==> src/rtl/pblock_sequencer.sv <==
`timescale 1ns/1ps
module pblock_sequencer #(
  parameter int ADDR_W = 16,
  parameter logic [7:0] ERR_BAD_BLOCK = 8'h08,
  parameter logic [7:0] ERR_NOT_READY = 8'h80
) (
  input  logic              clk,
  input  logic              rst_n,
  input  logic              launch,
  input  logic [ADDR_W-1:0] blk_addr,
  output logic              mem_rd_req,
  output logic [ADDR_W-1:0] mem_rd_addr,
  input  logic              mem_rd_valid,
  input  logic [7:0]        mem_rd_data,
  input  logic [3:0]        drive_ready,
  output logic              cmd_valid,
  output logic [2:0]        cmd_op,
  output logic [1:0]        cmd_drive,
  output logic [7:0]        cmd_count,
  output logic [7:0]        cmd_track,
  output logic [7:0]        cmd_sector,
  output logic [15:0]       cmd_buf,
  output logic              cmd_wide,
  output logic              cmd_rand_fmt,
  input  logic              eng_done,
  input  logic              eng_err,
  input  logic [7:0]        eng_status,
  output logic              busy,
  output logic              done,
  output logic [7:0]        res_byte,
  output logic              irq
);
  localparam int NBYTES = 8;
  localparam int IDX_W  = $clog2(NBYTES);
  localparam logic [IDX_W-1:0] LAST = IDX_W'(NBYTES - 1);

  typedef enum logic [2:0] {S_IDLE, S_REQ, S_WAIT, S_CHECK, S_SEND, S_ENG, S_FIN} state_t;

  state_t            st;
  logic [ADDR_W-1:0] base;
  logic [IDX_W-1:0]  idx;
  logic [7:0]        blk [NBYTES];
  logic [7:0]        res;
  logic              bad;

  assign bad = blk[0][5] | (|blk[1][7:6]) | (blk[0][3] ^ blk[1][3]);

  always_ff @(posedge clk or negedge rst_n) begin
    if (!rst_n) begin
      st   <= S_IDLE;
      base <= '0;
      idx  <= '0;
      res  <= '0;
      for (int i = 0; i < NBYTES; i++) blk[i] <= '0;
    end else begin
      case (st)
        S_IDLE: if (launch) begin
          base <= blk_addr;
          idx  <= '0;
          st   <= S_REQ;
        end
        S_REQ: st <= S_WAIT;
        S_WAIT: if (mem_rd_valid) begin
          blk[idx] <= mem_rd_data;
          if (idx == LAST) st <= S_CHECK;
          else begin
            idx <= idx + 1'b1;
            st  <= S_REQ;
          end
        end
        S_CHECK: begin
          if (bad) begin
            res <= ERR_BAD_BLOCK;
            st  <= S_FIN;
          end else if (blk[1][2:0] == 3'b000) begin
            res <= 8'h00;
            st  <= S_FIN;
          end else if (!drive_ready[blk[1][5:4]]) begin
            res <= ERR_NOT_READY;
            st  <= S_FIN;
          end else begin
            st <= S_SEND;
          end
        end
        S_SEND: st <= S_ENG;
        S_ENG: if (eng_done) begin
          res <= eng_err ? eng_status : 8'h00;
          st  <= S_FIN;
        end
        S_FIN:   st <= S_IDLE;
        default: st <= S_IDLE;
      endcase
    end
  end

  assign mem_rd_req   = (st == S_REQ);
  assign mem_rd_addr  = base + ADDR_W'(idx);
  assign cmd_valid    = (st == S_SEND);
  assign cmd_op       = blk[1][2:0];
  assign cmd_drive    = blk[1][5:4];
  assign cmd_count    = blk[2];
  assign cmd_track    = blk[4];
  assign cmd_sector   = blk[5];
  assign cmd_buf      = {blk[7], blk[6]};
  assign cmd_wide     = blk[0][3];
  assign cmd_rand_fmt = blk[0][6];
  assign busy         = (st != S_IDLE);
  assign done         = (st == S_FIN);
  assign res_byte     = res;
  assign irq          = done & (blk[0][5:4] == 2'b00);

  AST_REQ_SINGLE: assert property (@(posedge clk) disable iff (!rst_n)
    mem_rd_req |=> !mem_rd_req);
  AST_NO_REQ_PENDING: assert property (@(posedge clk) disable iff (!rst_n)
    (st == S_WAIT && !mem_rd_valid) |=> !mem_rd_req);
  AST_BASE_HELD: assert property (@(posedge clk) disable iff (!rst_n)
    (busy && $past(busy)) |-> $stable(base));
  AST_CMD_PULSE: assert property (@(posedge clk) disable iff (!rst_n)
    cmd_valid |=> !cmd_valid);
  AST_IDLE_AFTER_DONE: assert property (@(posedge clk) disable iff (!rst_n)
    done |=> !busy);
  AST_IRQ_IN_DONE: assert property (@(posedge clk) disable iff (!rst_n)
    irq |-> done);
endmodule

==> config.mk <==
export PLATFORM = sky130hd
export DESIGN_NAME = pblock_sequencer
export DESIGN_NICKNAME = d
export VERILOG_FILES = /design/src/rtl/pblock_sequencer.sv
export SDC_FILE = /design/constraint.sdc
export NUM_CORES = 1
export LEC_CHECK = 0
export ABC_AREA = 1
export BUFFER_PORTS_ARGS = -buffer_cell sky130_fd_sc_hd__buf_4
export CAP_MARGIN = 20
export CORE_ASPECT_RATIO = 0.7
export CORE_MARGIN = 2
export CORE_UTILIZATION = 35
export DETAILED_ROUTE_END_ITERATION = 7
export HOLD_SLACK_MARGIN = 0.1
export PLACE_DENSITY = 0.6
export SLEW_MARGIN = 20
export SYNTH_ARGS = -nofsm -noshare
export SYNTH_HDL_FRONTEND = slang
export SYNTH_SLANG_ARGS = --single-unit
==> constraint.sdc <==
create_clock -name clk -period 3.36 [get_ports clk]
set_input_delay 0.168 -clock clk [delete_from_list [all_inputs] [get_ports clk]]
set_output_delay 0.168 -clock clk [all_outputs]
set_load 0.1 [all_outputs]
# Word level (Yosys, flattened, before mapping)

Cells that the tools add are included.

Bitwise operators: 5
Add/sub/neg operators: 2
Mux-type cells: 23
Reductions and logical operators: 13
Order comparisons: 3
Equal/unequal tests: 12

Operators with widths:

| cell                                                 | count |
|---|---|
| bitwise mux 64 bit                                   | 1 |
| 2-to-1 mux 8 bit                                     | 6 |
| demux 8 bit (select 3 bit)                           | 1 |
| 2-to-1 mux 3 bit                                     | 6 |
| case mux 3 bit (6 select lines)                      | 1 |
| adder 16 x 3 -> 16 bit                               | 1 |
| case mux 8 bit (2 select lines)                      | 1 |
| equality test 3 bit (second input constant)          | 4 |
| 2-to-1 mux 2 bit                                     | 4 |
| inequality test 2 bit (second input constant)        | 4 |
| equality test 3 x 2 -> 1 bit (second input constant) | 2 |
| zero test 3 bit                                      | 2 |
| case mux 3 bit (2 select lines)                      | 1 |
| AND reduction 3 bit                                  | 2 |
| >= comparator 4 bit (second input constant)          | 1 |
| < comparator 4 x 1 -> 1 bit (second input constant)  | 1 |
| inequality test 4 bit (second input constant)        | 1 |
| NOT 3 -> 4 bit                                       | 1 |
| AND reduction 2 bit                                  | 2 |
| AND reduction 4 bit                                  | 1 |
| nonzero test 2 bit                                   | 2 |
| adder 3 x 1 -> 3 bit (second input constant)         | 1 |
| equality test 3 x 1 -> 1 bit (second input constant) | 1 |
| < comparator 2 x 3 -> 1 bit (second input constant)  | 1 |
| other kinds (9)                                      | 10 |

Output and inout bits: 76
Bits in registers: 94
Word-level logic and storage cells: 70
Bits of input ports: 42

# Depth between registers and ports, before layout

Gate-level depths: netlist (run 1).

Word-level depth: 6
Mapped depth: 10
Mapped depth without buffers: 10

# Worst setup path after synthesis (run 1)

Ideal clock, no wire load.

Path kind: register to output
Start point: register st[0]
End point: output port irq
Slack: -0.272 ns
Cell stages (with the launch flop): 3
Arrival time: 3.464 ns
Buffers on the path: 1
Required time: 3.192 ns
Path through: dfrtp_1 buf_4 nor4_1

Word-level cells in the longest chain between the ends: 2

Ends and longest elaborated chain:

| item                   | line | text |
|---|---|---|
| from (decl)            | 39   | `state_t st;` |
| from (signal assigned) | 50   | `st <= S_IDLE;` |
| from (signal assigned) | 60   | `st <= S_REQ;` |
| from (signal assigned) | 62   | `S_REQ: st <= S_WAIT;` |
| equality test 3 bit    | 108  | `assign done = (st == S_FIN);` |
| AND 1 bit              | 110  | `assign irq = done & (blk[0][5:4] == 2'b00);` |
| to (decl)              | 31   | `output logic irq` |

No other way between the ends.

# Worst setup path in the final report (run 1)

Start point: register idx[0]
End point: output port mem_rd_addr[12]

Word-level cells in the longest chain between the ends: 1

Ends and longest elaborated chain:

| item                   | line | text |
|---|---|---|
| from (decl)            | 41   | `logic [IDX_W-1:0] idx;` |
| from (signal assigned) | 67   | `idx <= idx + 1'b1;` |
| adder 16 x 3 -> 16 bit | 97   | `assign mem_rd_addr = base + ADDR_W'(idx);` |
| to (decl)              | 12   | `output logic [ADDR_W-1:0] mem_rd_addr,` |

No other way between the ends.

==> results of run 1 <==
logic make-up (layout without fill, tap and decap cells):
kind of cell | after synthesis | count (layout)
adder cells (fa/ha/maj) | 6 | 6
AND/OR/NAND/NOR | 179 | 179
AO/OA/AOI/OAI | 69 | 69
multiplexers | 10 | 10
buffers and inverters | 92 | 192
flip-flops | 82 | 82
XOR/XNOR | 13 | 13
registers in the layout, indices dropped and copies added (netlist names), 2 cells and up:
register	flops
cmd_op	3
res_byte	8
idx	3
cmd_track	8
cmd_buf	16
st	3
cmd_sector	8
cmd_drive	2
base	16
blk	5
cmd_count	8
path summary, 6_finish.rpt:
kind	startpoint	to	slack, ps
min in group asynchronous	rst_n	base[14]	440
min reg2reg	res_byte[4]	res_byte[4]	480
min	blk_addr[7]	base[7]	110
max	idx[0]	mem_rd_addr[12]	630
max reg2reg	st[0]	base[15]	1360
max in group asynchronous	rst_n	cmd_track[3]	2390
cells in the mapped netlist:
| cell | instances | area share [%] |
|---|---|---|
| a21oi_1 | 10 | 1.2 |
| buf_2 | 4 | 0.49 |
| buf_4 | 46 | 8.5 |
| buf_6 | 3 | 0.83 |
| clkbuf_1 | 2 | 0.19 |
| dfrtp_1 | 82 | 51 |
| fa_1 | 1 | 0.49 |
| ha_1 | 5 | 1.5 |
| inv_1 | 34 | 3.1 |
| inv_2 | 2 | 0.19 |
| inv_4 | 1 | 0.15 |
| mux2_2 | 10 | 2.8 |
| nand2_1 | 116 | 11 |
| nand2_2 | 6 | 0.93 |
| nand3_1 | 8 | 0.99 |
| nand3_4 | 1 | 0.43 |
| nand3b_1 | 2 | 0.37 |
| nand4_1 | 11 | 1.7 |
| nor2_1 | 23 | 2.1 |
| nor2_4 | 1 | 0.28 |
| nor2_8 | 2 | 0.99 |
| nor3_1 | 5 | 0.62 |
| nor3b_1 | 1 | 0.19 |
| nor4_1 | 2 | 0.31 |
| o21ai_0 | 10 | 1.2 |
| o21ai_1 | 49 | 6.0 |
| or3_1 | 1 | 0.15 |
| xnor2_1 | 2 | 0.43 |
| xor2_1 | 11 | 2.4 |
cell usage in the layout, fill, tap and decap left out, drive strengths merged:
cell and n:
buf 117, xor2 11, nor3b 1, clkbuf 11, a21oi 10, xnor2 2
nand3b 2, nand2 122, ha 5, dfrtp 82, fa 1, o21ai 59
nor2 26, clkinvlp 1, bufinv 2, dlygate4sd3 22, mux2 10, or3 1
nor3 5, clkinv 2, nor4 2, nand4 11, nand3 9, inv 37
critical path: stages (launching register included):
cell	delay, ps
dfrtp_1	460
ha_1	250
fa_1	400
a21oi_1	240
nor2_1	110
nand2_1	110
nor2_1	80
nand2_1	80
xor2_1	170
buf_4	320
stage by stage:
| stage | cells | hold slack, ps |
|---|---|---|
| after floorplan | 451 | -128 |
| after global placement | 666 | 405 |
| after detailed placement | 666 | 405 |
| after CTS | 704 | 106 |
| after global routing | 704 | 124 |
| final | 704 | 112 |
layout make-up:
cell class                      instances  area (µm²)  area share, %
Clock buffer                           11         243           4.60
Multi-Input combinational cell        277        1460           27.8
Inverter                               37         141           2.68
Tap cell                              153         191           3.63
Sequential cell                        82        2050           38.9
Clock inverter                          5        77.6           1.47
Timing Repair Buffer                  139        1100           20.9
layer usage:
metal	wire, µm	part of all wire [%]	global-route usage [%]
met1	4830	49	23.4
met2	4440	45	25.6
met3	471	4.8	3.94
met4	85	0.87	4.57
met5	0	0	0
==> run_results.csv, run 1 <==
group,metric,value,unit
run_status,status,"complete, no violations",
finish,stdcell_area,5270,µm²
sta,finalCritPeriodShare,81.2,%
global_routing,grt_pass1_wl,16000,µm
global_routing,gr-total-overflow,0,
clock_network,cts_buffers,9,
sta,grt_setup_unrepaired,"no",
setup_path,path_class,"flip-flop to output pin",
synth,yosys_warnings,0,
global_routing,grt_start_max_net_pins,83,
min_path,whs_path_depth,3,
sta,finalSetupViolations,0,
setup_path,worstPathArrival,2560,ps
sta,worstMarginPinSlew,902,ps
finish,nNetsFinal,594,
routing,drt-pass1-iter-count,5,
finish,antenna_cells,0,
synth,synthDistinctLibCells,29,
sta,layout_min_cycle_time,2730,ps
sta,fin_setup_tns,0,ps
synth,synth.mux.area_fraction,2.78,%
floorplanning,rows,32,
floorplanning,fp.dieH,94.1,µm
synth,ys_seq_elements,82,
synth,synth-simple-area-share,19.8,%
synth,seq_area_frac_synth,50.6,%
clock_network,cts_resized,0,
setup_path,worstPathMaxFanout,4,
finish,fill_cells,1072,
clock_network,cts_hold_buf,22,
sta,maxSlewViolCount,0,
routing,drt-initial-drc-count,168,
global_routing,grt_antenna_before_repair,0,
clock_network,cts_buffer_depth,2,
setup_path,rr_worst_depth,3,
placement,pre_cts_ws,997,ps
synth,syn_area,4060,µm²
job,cap_violations,0,
floorplanning,core,11200,µm²
synth,synth_top_family_by_area,"simple AND/OR/NAND/NOR gates",
min_path,hold_path_class,"input port to flip-flop",
clock_network,cts_tree,"built",
routing,via_per_inst,4.58,
floorplanning,top_level_ports,118,
finish,final_util,47.2,%
placement,placed_area,4730,µm²
setup_path,startpoint_type,"flip-flop",
routing,wl_per_cell,14.0,µm
global_routing,grt_pass1_vias,3054,
finish,synthToLayoutAreaGrowth,29.9,%
placement,gp_congestion,0.872,
sta,worst_slack,632,ps
synth,synth_fa_ha_area_share,2.04,%
finish,drive_above_1_share,28.3,%
synth,synth_compound_area_share,8.51,%
routing,drc,0,
synth,synthCells,451,
routing,vias,3223,
synth,synth_xor_area_share,2.81,%
synth,syn-num-nets,499,
sta,slew_headroom,39.7,%
global_routing,grtUsageTotal,16.6,%
clock_network,post_cts.repair.setup_buffers,0,
placement,dp_hpwl,7100,µm
floorplanning,die_width,133,µm
clock_network,root_buffer,"clkbuf_16",
sta,finClkSkew,4.89,ps
floorplanning,start_util,36.3,%
setup_path,worstPathRequired,3190,ps
clock_network,cts.sinks,82,
setup_path,cp-end-kind,"output pin",
floorplanning,dieArea,12500,µm²
sta,fmax,367,MHz
clock_network,htreeDepth,3,
placement,port_buffers,117,
routing,ant_nets,0,
clock_network,insertion_delay,330,ps
clock_network,path_clk_slew,60,ps
synth,synth.avg_cell_area,9.00,µm²
sta,hold_viol,0,
routing,drt-total-wl,9820,µm
Power of run 1 is not shown: default switching activity piles up to over one toggle a cycle in this logic, so the estimate is an artifact.
==> run 2: changes to the inputs <==
==> constraint.sdc (replaced) <==
create_clock -name clk -period 2.7 [get_ports clk]
set_input_delay 0.135 -clock clk [delete_from_list [all_inputs] [get_ports clk]]
set_output_delay 0.135 -clock clk [all_outputs]
set_load 0.1 [all_outputs]
==> run 2 against run 1 <==
Die area unchanged. Global-route usage down 0.11 points. Flip-flop and latch count unchanged. First-iteration DRC count down 29%. Clock-buffer cell count up 1. Via count down 0.47%. Hold slack better by 5.0 ps. Utilization up 1.1 points. Register-to-register slack worse by 600 ps. Non-clock buffer count up 3. Critical endpoint unchanged. Largest cell class unchanged.
==> run_results.csv, run 2 (synthesized netlist as in run 1, its figures left out) <==
group,metric,value,unit
global_routing,grt_antenna_before_repair,0,
floorplanning,start_util,36.3,%
sta,worstMarginPinSlew,790,ps
finish,stdcell_area,5400,µm²
clock_network,path_clk_slew,60,ps
sta,layout_min_cycle_time,2560,ps
global_routing,gr-total-overflow,0,
clock_network,root_buffer,"clkbuf_16",
floorplanning,die_width,133,µm
setup_path,startpoint_type,"flip-flop",
finish,fill_cells,1090,
routing,wl_per_cell,14.1,µm
sta,hold_slack,117,ps
floorplanning,fp.dieH,94.1,µm
setup_path,r2r-end,"base[6]",
placement,placed_area,4810,µm²
sta,fin_setup_tns,0,ps
finish,nNetsFinal,597,
clock_network,cts_buffer_depth,2,
setup_path,path_class,"flip-flop to output pin",
setup_path,rr_worst_depth,5,
setup_path,worstPathMaxFanout,4,
sta,finalSetupViolations,0,
sta,fmax,391,MHz
global_routing,grt_pass1_wl,15800,µm
routing,drt-initial-drc-count,119,
setup_path,cp-end-kind,"output pin",
floorplanning,dieArea,12500,µm²
clock_network,htreeDepth,3,
placement,dp_hpwl,7150,µm
sta,grt_setup_unrepaired,"no",
setup_path,reg2reg_slack,760,ps
routing,drc,0,
setup_path,rr_startpoint,"st[0]",
sta,maxSlewViolCount,0,
routing,wl_met3,610,µm
floorplanning,core,11200,µm²
routing,top_layer,"met4",
routing,drt-pass1-iter-count,4,
sta,finalCritPeriodShare,94.8,%
routing,drt-met1-wl,5050,µm
routing,via_per_inst,4.54,
clock_network,cts_tree,"built",
sta,finClkSkew,5.61,ps
global_routing,grt_pass1_vias,3089,
routing,wl_met2,4220,µm
floorplanning,rows,32,
sta,hold_viol,0,
finish,antenna_cells,0,
sta,slew_headroom,47.2,%
setup_path,worstPathRequired,2570,ps
placement,gp_congestion,0.843,
min_path,whs_path_depth,3,
clock_network,insertion_delay,330,ps
clock_network,cts_buffers,9,
routing,drt-total-wl,9940,µm
run_status,status,"complete, no violations",
clock_network,post_cts.repair.setup_buffers,0,
routing,ant_nets,0,
setup_path,worstPathArrival,2420,ps
min_path,hold_path_class,"input port to flip-flop",
min_path,worstHoldEndpoint,"res_byte[2]",
placement,port_buffers,117,
global_routing,grtUsageTotal,16.5,%
floorplanning,top_level_ports,118,
clock_network,cts.sinks,82,
job,cap_violations,0,
global_routing,grt_start_max_net_pins,83,
finish,final_cell_mix,"115 x nand2_1, 115 x buf_4, 81 x dfrtp_1, 49 x o21ai_1, 34 x inv_1",
finish,synthToLayoutAreaGrowth,33.0,%
finish,drive_above_1_share,31.2,%
min_path,hold_path.startpoint,"eng_err",
routing,vias,3208,
run 2: routing by layer:
layer	GRT usage, %	vias up
li1	-	1601
met1	22.9	1509
met2	25.2	93
met3	5.50	5
met4	3.23	0
met5	0	-
run 2: final cells by class:
| class | instances | area, µm² | share of cell area [%] |
|---|---|---|---|
| clock buffers | 12 | 256 | 4.75 |
| clock inverters | 4 | 50.0 | 0.927 |
| inverters | 37 | 141 | 2.62 |
| multi-input cells | 277 | 1560 | 28.9 |
| flip-flops and latches | 82 | 2050 | 38.0 |
| well taps | 153 | 191 | 3.55 |
| repair buffers | 142 | 1150 | 21.2 |
run 2: metrics by stage:
stage | worst slack [ps] | std cells | utilization (%)
2_1_floorplan | -60.0 | 451 | -
3_5_place_dp | 306 | 667 | 43.1
6_report | 140 | 707 | 48.3
3_3_place_gp | 374 | 667 | 43.1
5_1_grt | 18.4 | 707 | 48.3
4_1_cts | 30.5 | 707 | 48.1
run 2: timing repair:
action / in CTS / in global routing
resized for setup: 3 / 6
hold endpoints to repair: 104 / 0
endpoints found under the setup margin: 2 / 4
pin swaps: 0 / 0
hold buffers: 24 / 0
run 2: critical path, stage by stage, from the launching register on:
cell and delay (ps):
dfrtp_2 460, ha_1 230, fa_1 420, a21oi_2 200, nor2_1 110, nand2_2 100
nor2_2 60, nand2_1 90, xor2_2 200, buf_12 200
run 2: worst max path at each step:
stage	startpoint	to	depth (start not counted)
after floorplan	idx[2]	mem_rd_addr[5]	5
after global placement	idx[0]	mem_rd_addr[14]	9
after detailed placement	idx[0]	mem_rd_addr[14]	9
after CTS	idx[0]	mem_rd_addr[12]	9
after global routing	idx[0]	mem_rd_addr[12]	9
final	idx[0]	mem_rd_addr[12]	9
Power of run 2 is left out for the same reason.
